--- src/rtl/xw_pkg.sv ---
// Shared types for the indirect extended register window.
// Assumes a 16-bit control register with the function code in its two top bits.
package xw_pkg;
    typedef enum logic [1:0] {
        FN_PTR    = 2'b00,
        FN_DATA   = 2'b01,
        FN_INC_RW = 2'b10,
        FN_INC_W  = 2'b11
    } xw_fn_e;

    localparam int DEVAD_W = 5;
endpackage

--- src/rtl/xw_ctrl_reg.sv ---
// Control register: stores the full written word and splits out the
// function code and device address. Assumes DATA_W >= DEVAD_W + 2.
module xw_ctrl_reg
    import xw_pkg::*;
#(
    parameter int DATA_W = 16
) (
    input  logic                clk,
    input  logic                rst_n,
    input  logic                wr_en,
    input  logic [DATA_W-1:0]   wdata,
    output logic [DATA_W-1:0]   ctrl_q,
    output xw_fn_e              fn,
    output logic [DEVAD_W-1:0]  devad
);
    // Hold the last value written; clear on reset.
    always_ff @(posedge clk) begin
        if (!rst_n)     ctrl_q <= '0;
        else if (wr_en) ctrl_q <= wdata;
    end

    // Field extraction.
    always_comb begin
        fn    = xw_fn_e'(ctrl_q[DATA_W-1 -: 2]);
        devad = ctrl_q[DEVAD_W-1:0];
    end
endmodule

--- src/rtl/xw_pointer.sv ---
// Extended address pointer: loadable, advances by one with natural wrap.
// Assumes load and advance are never requested in the same cycle (decoder guarantees).
module xw_pointer #(
    parameter int PTR_W = 16
) (
    input  logic              clk,
    input  logic              rst_n,
    input  logic              load,
    input  logic [PTR_W-1:0]  load_val,
    input  logic              inc,
    output logic [PTR_W-1:0]  ptr_q
);
    // Load has precedence; the advance wraps modulo 2**PTR_W.
    always_ff @(posedge clk) begin
        if (!rst_n)    ptr_q <= '0;
        else if (load) ptr_q <= load_val;
        else if (inc)  ptr_q <= ptr_q + PTR_W'(1);
    end
endmodule

--- src/rtl/xw_decode.sv ---
// Access decoder: turns one direct strobe into control write, pointer load,
// pointer advance, extended strobes and read-mux selects.
// Assumes one access per strobe cycle; a write masks a simultaneous read.
module xw_decode
    import xw_pkg::*;
#(
    parameter int DIR_AW    = 5,
    parameter int PTR_W     = 16,
    parameter int CTRL_ADDR = 13,
    parameter int DATA_ADDR = 14,
    parameter int DEVAD_OK  = 31
) (
    input  logic               dir_wr,
    input  logic               dir_rd,
    input  logic [DIR_AW-1:0]  dir_addr,
    input  xw_fn_e             fn,
    input  logic [DEVAD_W-1:0] devad,
    input  logic [PTR_W-1:0]   ptr,
    output logic               ctrl_we,
    output logic               ptr_load,
    output logic               ptr_inc,
    output logic               ext_wr,
    output logic               ext_rd,
    output logic               sel_ctrl,
    output logic               sel_ptr,
    output logic               sel_ext
);
    logic is_wr, is_rd, hit_ctrl, hit_data, dev_ok, win_acc, ptr_mode, self_tgt, ext_go;

    // Classify the access and the state of the window.
    always_comb begin
        is_wr    = dir_wr;
        is_rd    = dir_rd & ~dir_wr;
        hit_ctrl = (dir_addr == DIR_AW'(CTRL_ADDR));
        hit_data = (dir_addr == DIR_AW'(DATA_ADDR));
        dev_ok   = (devad == DEVAD_W'(DEVAD_OK));
        win_acc  = hit_data & dev_ok & (is_wr | is_rd);
        ptr_mode = (fn == FN_PTR);
        self_tgt = (ptr == PTR_W'(CTRL_ADDR)) | (ptr == PTR_W'(DATA_ADDR));
        ext_go   = win_acc & ~ptr_mode & ~self_tgt;
    end

    // Produce the actions for this access.
    always_comb begin
        ctrl_we  = is_wr & hit_ctrl;
        ptr_load = win_acc & ptr_mode & is_wr;
        ptr_inc  = win_acc & ((fn == FN_INC_RW) | ((fn == FN_INC_W) & is_wr));
        ext_wr   = ext_go & is_wr;
        ext_rd   = ext_go & is_rd;
        sel_ctrl = is_rd & hit_ctrl;
        sel_ptr  = is_rd & win_acc & ptr_mode;
        sel_ext  = ext_go & is_rd;
    end
endmodule

--- src/rtl/xreg_window.sv ---
// Top: indirect window onto an extended register space via a control
// register and a window register on a direct register port.
// Assumes ext_rdata is valid combinationally in the cycle ext_rd is high.
module xreg_window
    import xw_pkg::*;
#(
    parameter int DATA_W    = 16,
    parameter int DIR_AW    = 5,
    parameter int CTRL_ADDR = 13,
    parameter int DATA_ADDR = 14,
    parameter int DEVAD_OK  = 31
) (
    input  logic               clk,
    input  logic               rst_n,
    input  logic               dir_wr,
    input  logic               dir_rd,
    input  logic [DIR_AW-1:0]  dir_addr,
    input  logic [DATA_W-1:0]  dir_wdata,
    output logic [DATA_W-1:0]  dir_rdata,
    output logic               ext_wr,
    output logic               ext_rd,
    output logic [DATA_W-1:0]  ext_addr,
    output logic [DATA_W-1:0]  ext_wdata,
    input  logic [DATA_W-1:0]  ext_rdata
);
    localparam int PTR_W = DATA_W;

    logic [DATA_W-1:0]  ctrl_q;
    xw_fn_e             fn;
    logic [DEVAD_W-1:0] devad;
    logic [PTR_W-1:0]   ptr_q;
    logic ctrl_we, ptr_load, ptr_inc, sel_ctrl, sel_ptr, sel_ext;

    xw_ctrl_reg #(.DATA_W(DATA_W)) u_ctrl (
        .clk(clk), .rst_n(rst_n), .wr_en(ctrl_we), .wdata(dir_wdata),
        .ctrl_q(ctrl_q), .fn(fn), .devad(devad)
    );

    xw_pointer #(.PTR_W(PTR_W)) u_ptr (
        .clk(clk), .rst_n(rst_n), .load(ptr_load), .load_val(dir_wdata),
        .inc(ptr_inc), .ptr_q(ptr_q)
    );

    xw_decode #(
        .DIR_AW(DIR_AW), .PTR_W(PTR_W), .CTRL_ADDR(CTRL_ADDR),
        .DATA_ADDR(DATA_ADDR), .DEVAD_OK(DEVAD_OK)
    ) u_dec (
        .dir_wr(dir_wr), .dir_rd(dir_rd), .dir_addr(dir_addr),
        .fn(fn), .devad(devad), .ptr(ptr_q),
        .ctrl_we(ctrl_we), .ptr_load(ptr_load), .ptr_inc(ptr_inc),
        .ext_wr(ext_wr), .ext_rd(ext_rd),
        .sel_ctrl(sel_ctrl), .sel_ptr(sel_ptr), .sel_ext(sel_ext)
    );

    // Extended port carries the pre-advance pointer and the direct write data.
    always_comb begin
        ext_addr  = ptr_q;
        ext_wdata = dir_wdata;
    end

    // Read-back mux; zero when nothing of ours is read.
    always_comb begin
        if (sel_ctrl)     dir_rdata = ctrl_q;
        else if (sel_ptr) dir_rdata = ptr_q;
        else if (sel_ext) dir_rdata = ext_rdata;
        else              dir_rdata = '0;
    end
endmodule

--- config.mk ---
export PLATFORM = sky130hd
export DESIGN_NAME = xreg_window
export DESIGN_NICKNAME = d
export VERILOG_FILES = /design/src/rtl/xw_pkg.sv /design/src/rtl/xw_ctrl_reg.sv /design/src/rtl/xw_pointer.sv /design/src/rtl/xw_decode.sv /design/src/rtl/xreg_window.sv
export SDC_FILE = /design/constraint.sdc
export NUM_CORES = 1
export LEC_CHECK = 0
export BUFFER_PORTS_ARGS = -buffer_cell sky130_fd_sc_hd__buf_2
export CORE_MARGIN = 3
export CORE_UTILIZATION = 53
export CTS_BUF_LIST = sky130_fd_sc_hd__clkbuf_2 sky130_fd_sc_hd__clkbuf_4 sky130_fd_sc_hd__clkbuf_8
export CTS_CLUSTER_DIAMETER = 120
export DETAILED_ROUTE_END_ITERATION = 10
export PLACE_DENSITY_LB_ADDON = 0.05
export SYNTH_ARGS = -nofsm -noshare
export SYNTH_HDL_FRONTEND = slang
export SYNTH_SLANG_ARGS = --single-unit
--- constraint.sdc ---
create_clock -name clk -period 3.01 [get_ports clk]
set_input_delay 0.4515 -clock clk [delete_from_list [all_inputs] [get_ports clk]]
set_output_delay 0.4515 -clock clk [all_outputs]
set_load 0.02 [all_outputs]
==> results of run 1 <==
synthesized netlist by cell type (3+ instances only):
cell type	instances	area share, %
nor3_1	5	1.2
o21ai_1	5	1.2
buf_4	17	6.0
a31oi_1	5	1.5
nor2b_1	3	0.88
ha_1	3	1.8
nor4_1	3	0.88
clkbuf_1	11	1.9
a22oi_1	18	6.3
nand2_1	48	8.4
o21ai_0	3	0.70
nor4_4	3	3.0
inv_1	10	1.8
nor2_1	25	4.4
a32oi_1	5	2.0
buf_2	6	1.4
dfxtp_1	32	30
nand4_1	5	1.5
xor2_1	3	1.2
a21oi_1	14	3.3
nand3_1	14	3.3
mux2i_1	16	7.5
area by class of cell:
| class | count | area share [%] |
|---|---|---|
| Clock inverter | 1 | 1.13 |
| Sequential cell | 32 | 24.2 |
| Inverter | 10 | 1.42 |
| Timing Repair Buffer | 101 | 20.1 |
| Multi-Input combinational cell | 204 | 47.2 |
| Tap cell | 48 | 2.27 |
| Clock buffer | 7 | 3.64 |
registers in the layout (all words and copies together) (netlist names):
signal	cells
u_ptr.ptr_q	16
u_ctrl.ctrl_q	16
final timing paths:
check                                 start                             end  cells past startpoint  slack (ps)
max             u_ptr.ptr_q[5]$_SDFFE_PN0P_                    dir_rdata[2]                      7         190
min reg2reg  u_ctrl.ctrl_q[10]$_SDFFE_PN0P_  u_ctrl.ctrl_q[10]$_SDFFE_PN0P_                      2         500
min                            dir_wdata[9]   u_ctrl.ctrl_q[9]$_SDFFE_PN0P_                      3         420
max reg2reg  u_ctrl.ctrl_q[14]$_SDFFE_PN0P_    u_ptr.ptr_q[10]$_SDFFE_PN0P_                      5         880
cell families after synthesis:
group | after synthesis
AO/OA/AOI/OAI | 58
XOR/XNOR | 4
adder cells (fa/ha/maj) | 3
buffers and inverters | 45
flip-flops | 32
multiplexers | 16
AND/OR/NAND/NOR | 123
cells in the final DEF, fill, tap and decap left out, drive strengths merged:
master  instances
a21bo           1
a21oi          14
a222oi          1
a22oi          18
a31oi           5
a32oi           5
and3            1
buf           101
bufinv          1
clkbuf          7
dfxtp          32
ha              3
inv            10
mux2i          16
nand2          48
nand2b          2
nand3          14
nand3b          1
nand4           5
nand4b          2
nor2           27
nor2b           3
nor3            5
nor3b           2
nor4            6
nor4b           1
o211ai          2
o21a            1
o21ai           8
o31ai           2
o41ai           1
or3             2
or4             4
xnor2           1
xor2            3
critical path: stages, from the launching register on:
cell and delay (ps):
dfxtp_1 390, or4_1 600, nor4_4 340, nor4_4 60, buf_4 180, a222oi_1 270, inv_1 70, buf_2 160
metal layers:
layer  routed length (microns)  track usage (%)
met1                      2840             37.4
met2                      2800             37.9
met3                       720             6.96
met4                       115             9.33
met5                         0                0
per-stage QoR:
step	power (uW)	util, %	hold slack (ps)
global placement	519	66.9	477
CTS	970	70.2	419
global route	1000	70.2	435
finish	973	70.2	417
floorplan	488	-	464
detailed placement	520	66.9	486
power by group:
| part | total [uW] | switching, uW | internal (uW) | leakage [uW] |
|---|---|---|---|---|
| combinational | 84.3 | 49.9 | 34.4 | 0.000981 |
| clock | 463 | 171 | 292 | 0.0000645 |
| sequential | 426 | 1.46 | 425 | 0.000258 |
==> metrics.txt, run 1 <==
Net count, final=398; placer congestion estimate=0.920; asr flop ratio synth=0%; Fmax=355 MHz; Placed Instance Area=2520 sq um; Register Area=641 sq um; vias in the first global route=2,022; Clock Skews=6.55 ps; post-place setup slack=426 ps; Slew Viols, Final=0; Synth Area in Simple Gates=29.5%; Worst Path Max Fanout=9; Mapped Cells=281; largest family of logic cells by synthesized area=simple AND/OR/NAND/NOR gates; CTS resizes=0; syn_nets=325; PwrDens=368 nW/um^2; CTS tree=built; Worst VDD drop=0.000299 V; initial antenna violation count=0; Compound-Gate Fraction of Synth Area=18.1%; post-DP HPWL=4630 microns; largest net degree at the start of global routing=32; DIE AREA=4840 sq um; hold crit path type=in -> reg; number of synthesized flops with an enable pin=0; post-CTS setup buffer count=0; total global routing track utilization=26.3%; initial core utilization=56.7%; Leak=0.00130 uW; Port Buffers=90; CORE AREA=3770 sq um; # setup viols final=0; Antenna Nets Post-Route=0; Synthesis Warnings=0; mux share of post-synthesis cell area=7.49%; Post-Synth XOR/XNOR Area=1.64%; count of different cell masters after synthesis=40; fillcell total=329; DR vias=2,339; final instance area=2650 sq um; Post-Synth Adder-Cell Area=1.75%; fin crit share=93.6%; # hold bufs at CTS=0; Worst setup SP type=flop; clock tree buffer depth=2; status=complete, no violations; CTS H-tree lvls=2; area of the multi-input gates=1250 sq um; Worst Path Required=2560 ps; first-pass GRT wire length=10,200 microns; unrepaired setup endpoints after global routing=no; DR DRC count=0; via/cell ratio=5.80; layout cells sized above 1=33.0%; DRT Pass-1 Iters=5; #FFs+latches synth=32; CTS Buf Count=5; Die Wd=69.5 microns; Top Ports=91; Iter 0 DRT Violations=215; Worst-path clk slew=70 ps; Least-Margin Pin Slew=986 ps; antenna diode count=0; CTS Root Cell=clkbuf_8; max cap viols=0; sequential share of the synthesized area=29.9%; FP Rows=22; Die Y-Extent=69.5 microns; Clk Latency, worst-skew pair=290 ps; Wirelength per Cell=16.1 microns; fin cells=403; relative slew slack=34.2%; Crit path arrival time=2370 ps; critical setup path kind=reg -> out; placed cells=395; clock sink count=32; final wirelength=6480 microns; Cell Area, Synth=2140 sq um; setup ws final=192 ps; fin crit period=2820 ps; Post-Syn Area per Cell=7.61 sq um; crit path capture type=output pin; Syn-to-layout area delta=23.8%; Final TNS setup=0 ps; Final Hold Viols=0; Synth Flop Type=dfxtp_1; global route overflow=0
Power figures use the tool's default switching activity.
==> inputs of run 2 (changes only) <==
--- a/config.mk
+++ b/config.mk
@@ -7,8 +7,7 @@
 export LEC_CHECK = 0
 export BUFFER_PORTS_ARGS = -buffer_cell sky130_fd_sc_hd__buf_2
 export CORE_MARGIN = 3
-export CORE_UTILIZATION = 53
-export CTS_BUF_LIST = sky130_fd_sc_hd__clkbuf_2 sky130_fd_sc_hd__clkbuf_4 sky130_fd_sc_hd__clkbuf_8
+export CORE_UTILIZATION = 52
 export CTS_CLUSTER_DIAMETER = 120
 export DETAILED_ROUTE_END_ITERATION = 10
 export PLACE_DENSITY_LB_ADDON = 0.05
==> metrics.txt, run 2 (synthesis results as in run 1) <==
status=complete, no violations; PwrDens=329 nW/um^2; post-DP HPWL=4530 microns; Worst setup SP type=flop; DRT Pass-1 Iters=4; Die Wd=70.1 microns; FP Rows=22; WHS Path Cells=3; Fmax=362 MHz; fin util=68.4%; layer with the highest usage=met2; DR vias=2,286; total global routing track utilization=24.5%; # hold bufs at CTS=0; Min-Delay Startpoint=dir_wdata[9]; Clk Latency, worst-skew pair=280 ps; initial antenna violation count=0; r2r worst-path depth=5; Clock power frac=40.3%; met2 GRT Util=36.6%; unrepaired setup endpoints after global routing=no; most common cell after layout, fill and taps aside=buf_2; Psw=209 uW; fillcell total=355; Worst Path Required=2560 ps; Worst Path Max Fanout=12; post-CTS setup buffer count=0; CTS Buf Count=5; crit path capture type=output pin; Die Y-Extent=70.1 microns; post-place setup slack=247 ps; hold crit path type=in -> reg; fin crit period=2760 ps; CTS H-tree lvls=2; Worst VDD drop=0.000253 V; final wirelength=6190 microns; via/cell ratio=5.70; Clock Skews=6.54 ps; setup ws final=248 ps; DR DRC count=0; Least-Margin Pin Slew=998 ps; initial core utilization=56.3%; CORE AREA=3800 sq um; Wirelength per Cell=15.4 microns; first-pass GRT wire length=9700 microns; Net count, final=396; Antenna Nets Post-Route=0; Crit path arrival time=2310 ps; FF-to-FF Start=u_ctrl.ctrl_q[14]$_SDFFE_PN0P_; CTS tree=built; Top Ports=91; layout cells sized above 1=32.0%; Slew Viols, Final=0; Gate power share=9.9%; Port Buffers=90; biggest regs=u_ctrl.ctrl_q x16, u_ptr.ptr_q x16; max cap viols=0; Worst R2R End=u_ptr.ptr_q[14]$_SDFFE_PN0P_; vias in the first global route=2,002; CTS resizes=0; most frequent cells in the layout=buf_2, nand2_1, dfxtp_1; relative slew slack=33.4%; worst hold endpoint=u_ctrl.ctrl_q[9]$_SDFFE_PN0P_; DIE AREA=4920 sq um; Final Hold Viols=0; critical setup path kind=reg -> out; switching part of the total=24.5%; CTS Root Cell=clkbuf_8; Final TNS setup=0 ps; clock tree buffer depth=2; global route overflow=0; Syn-to-layout area delta=21.4%; GR Util met1=34.9%; cell internal pwr=646 uW; Reg power frac=49.8%; antenna diode count=0; reg2reg setup slack=1000 ps; clock sink count=32; fin crit share=91.7%; placer congestion estimate=0.927; M3 GR Usage=5.90%; # setup viols final=0; Worst-path clk slew=70 ps; Iter 0 DRT Violations=221; Leak=0.00127 uW; largest net degree at the start of global routing=32
run 2: critical path, cell delays in order (launching register included):
cell,delay (ps)
dfxtp_1,380
nand3_1,120
or3_1,550
nor4_4,430
buf_4,270
nand2_1,70
nand2_1,60
buf_2,150
run 2: cell type report:
| type | count | area, sq um | area share (%) |
|---|---|---|---|
| Sequential cell | 32 | 641 | 24.7 |
| Inverter | 10 | 37.5 | 1.45 |
| Multi-Input combinational cell | 204 | 1250 | 48.2 |
| Tap cell | 48 | 60.1 | 2.31 |
| Clock buffer | 8 | 90.1 | 3.47 |
| Timing Repair Buffer | 99 | 518 | 19.9 |
run 2: worst max-delay path by stage:
stage	from	to	depth (start not counted)
finish	u_ctrl.ctrl_q[1]$_SDFFE_PN0P_	dir_rdata[10]	7
detailed placement	dir_addr[4]	dir_rdata[10]	8
CTS	u_ctrl.ctrl_q[1]$_SDFFE_PN0P_	dir_rdata[10]	7
global route	u_ctrl.ctrl_q[1]$_SDFFE_PN0P_	dir_rdata[10]	7
floorplan	dir_addr[4]	dir_rdata[10]	7
global placement	dir_addr[4]	dir_rdata[9]	8
run 2: power by group through the flow:
stage	Combinational, uW	Sequential (uW)	Clock, uW
after global placement	83.5	436	0
final	84.7	426	344
after CTS	84.4	426	347
after global routing	91.8	426	364
after detailed placement	84.1	436	0
after floorplan	52.3	435	0
run 2: per-layer routing:
metal | vias up | routed length, microns | part of all wire [%]
li1 | 1132 | - | -
met1 | 1021 | 2740 | 44
met2 | 124 | 2710 | 44
met3 | 9 | 664 | 11
met4 | 0 | 68 | 1.1
met5 | - | 0 | 0
run 2: through the flow:
step / area, sq um / hold WS, ps / instances / total power (uW)
after global routing: 2600 / 445 / 401 / 882
final: 2600 / 429 / 401 / 855
after detailed placement: 2510 / 490 / 393 / 520
after global placement: 2510 / 476 / 393 / 519
after CTS: 2600 / 427 / 401 / 858
after floorplan: 2140 / 464 / 281 / 488
==> inputs of run 3 (changes only) <==
--- a/config.mk
+++ b/config.mk
@@ -6,8 +6,9 @@
 export NUM_CORES = 1
 export LEC_CHECK = 0
 export BUFFER_PORTS_ARGS = -buffer_cell sky130_fd_sc_hd__buf_2
-export CORE_MARGIN = 3
-export CORE_UTILIZATION = 52
+export CELL_PAD_IN_SITES_DETAIL_PLACEMENT = 0
+export CELL_PAD_IN_SITES_GLOBAL_PLACEMENT = 1
+export CORE_UTILIZATION = 36
 export CTS_CLUSTER_DIAMETER = 120
 export DETAILED_ROUTE_END_ITERATION = 10
 export PLACE_DENSITY_LB_ADDON = 0.05
==> metrics.txt, run 3 (synthesis results as in run 1) <==
DIE AREA=6260 sq um; Min-Delay Startpoint=dir_wdata[1]; largest net degree at the start of global routing=17; Least-Margin Pin Slew=760 ps; CP startpoint=u_ctrl.ctrl_q[1]$_SDFFE_PN0P_; Net count, final=396; Final TNS setup=0 ps; critical setup path kind=reg -> out; antenna diode count=0; clock sink count=32; vias in the first global route=2,010; Leak=0.00127 uW; DR DRC count=0; layout cells sized above 1=32.4%; first-pass GRT wire length=10,400 microns; FF-to-FF Start=u_ctrl.ctrl_q[14]$_SDFFE_PN0P_; CORE AREA=5610 sq um; CTS resizes=0; Iter 0 DRT Violations=92; Final Hold Viols=0; Clk Latency, worst-skew pair=280 ps; unrepaired setup endpoints after global routing=no; Syn-to-layout area delta=22.4%; status=complete, no violations; CTS Buf Count=5; area of the multi-input gates=1250 sq um; Worst setup SP type=flop; Fmax=361 MHz; CTS Root Cell=clkbuf_8; via/cell ratio=5.27; # hold bufs at CTS=0; FP Rows=27; Clock Skews=6.62 ps; PwrDens=316 nW/um^2; initial antenna violation count=0; most common cell after layout, fill and taps aside=buf_2; Worst Path Required=2560 ps; fin cells=424; global route overflow=0; most frequent cells in the layout=buf_2, nand2_1, dfxtp_1; crit path capture type=output pin; max cap viols=0; post-CTS setup buffer count=0; hold crit path type=in -> reg; Worst-path clk slew=70 ps; Fin Hold WS=434 ps; Die Wd=79.1 microns; Worst VDD drop=0.000197 V; CTS H-tree lvls=2; final instance area=2620 sq um; Wirelength per Cell=15.7 microns; post-DP HPWL=4950 microns; fin crit share=92.1%; initial core utilization=38.2%; relative slew slack=49.0%; Antenna Nets Post-Route=0; total global routing track utilization=21.7%; Placed Instance Area=2540 sq um; final wirelength=6680 microns; biggest regs=u_ctrl.ctrl_q x16, u_ptr.ptr_q x16; Top Ports=91; Port Buffers=90; Register Area=641 sq um; Die Y-Extent=79.1 microns; # setup viols final=0; clock tree buffer depth=2; CTS tree=built; DR vias=2,234; placer congestion estimate=0.865; Slew Viols, Final=0; Crit path arrival time=2320 ps; fin crit period=2770 ps; fillcell total=623; fin util=46.7%; DRT Pass-1 Iters=7; placed cells=417; Worst Path Max Fanout=13
-- run 3: area by class of cell --
class	count	area share, %
clock inverters	2	0.478
well taps	72	3.44
clock buffers	5	2.63
flip-flops and latches	32	24.5
repair buffers	99	19.8
inverters	10	1.43
multi-input cells	204	47.8
-- run 3: report_power, final --
part / total [uW] / leakage, uW / internal [uW] / switching, uW
Combinational: 85.3 / 0.000969 / 35.2 / 50.1
Clock: 317 / 0.0000400 / 156 / 161
Sequential: 426 / 0.000258 / 425 / 1.41
Total: 828 / 0.00127 / 616 / 212
-- run 3: critical path, stage by stage, from the launching register on --
cell	delay, ps
dfxtp_1	390
nand3_1	120
or3_1	560
nor4_4	420
buf_4	270
nand2_1	70
nand2_1	60
buf_2	150
-- run 3: through the flow --
step                setup slack [ps]  total power [uW]
finish                           239               828
CTS                              209               841
detailed placement               255               522
global placement                 288               522
global route                    36.1               863
floorplan                        572               488
-- run 3: final timing paths --
path,to,cells after the start,slack [ps]
hold reg to reg,u_ctrl.ctrl_q[5]$_SDFFE_PN0P_,2,500
setup reg to reg,u_ptr.ptr_q[10]$_SDFFE_PN0P_,5,970
setup / recovery,dir_rdata[14],7,240
hold / removal,u_ctrl.ctrl_q[1]$_SDFFE_PN0P_,3,430
-- run 3: per-layer routing --
layer  GRT usage [%]  up-vias  wire, microns
li1                -     1129              -
met1            30.3     1010           3310
met2            35.1       91           2950
met3            3.22        4            385
met4            4.91        0             27
met5               0        -              0
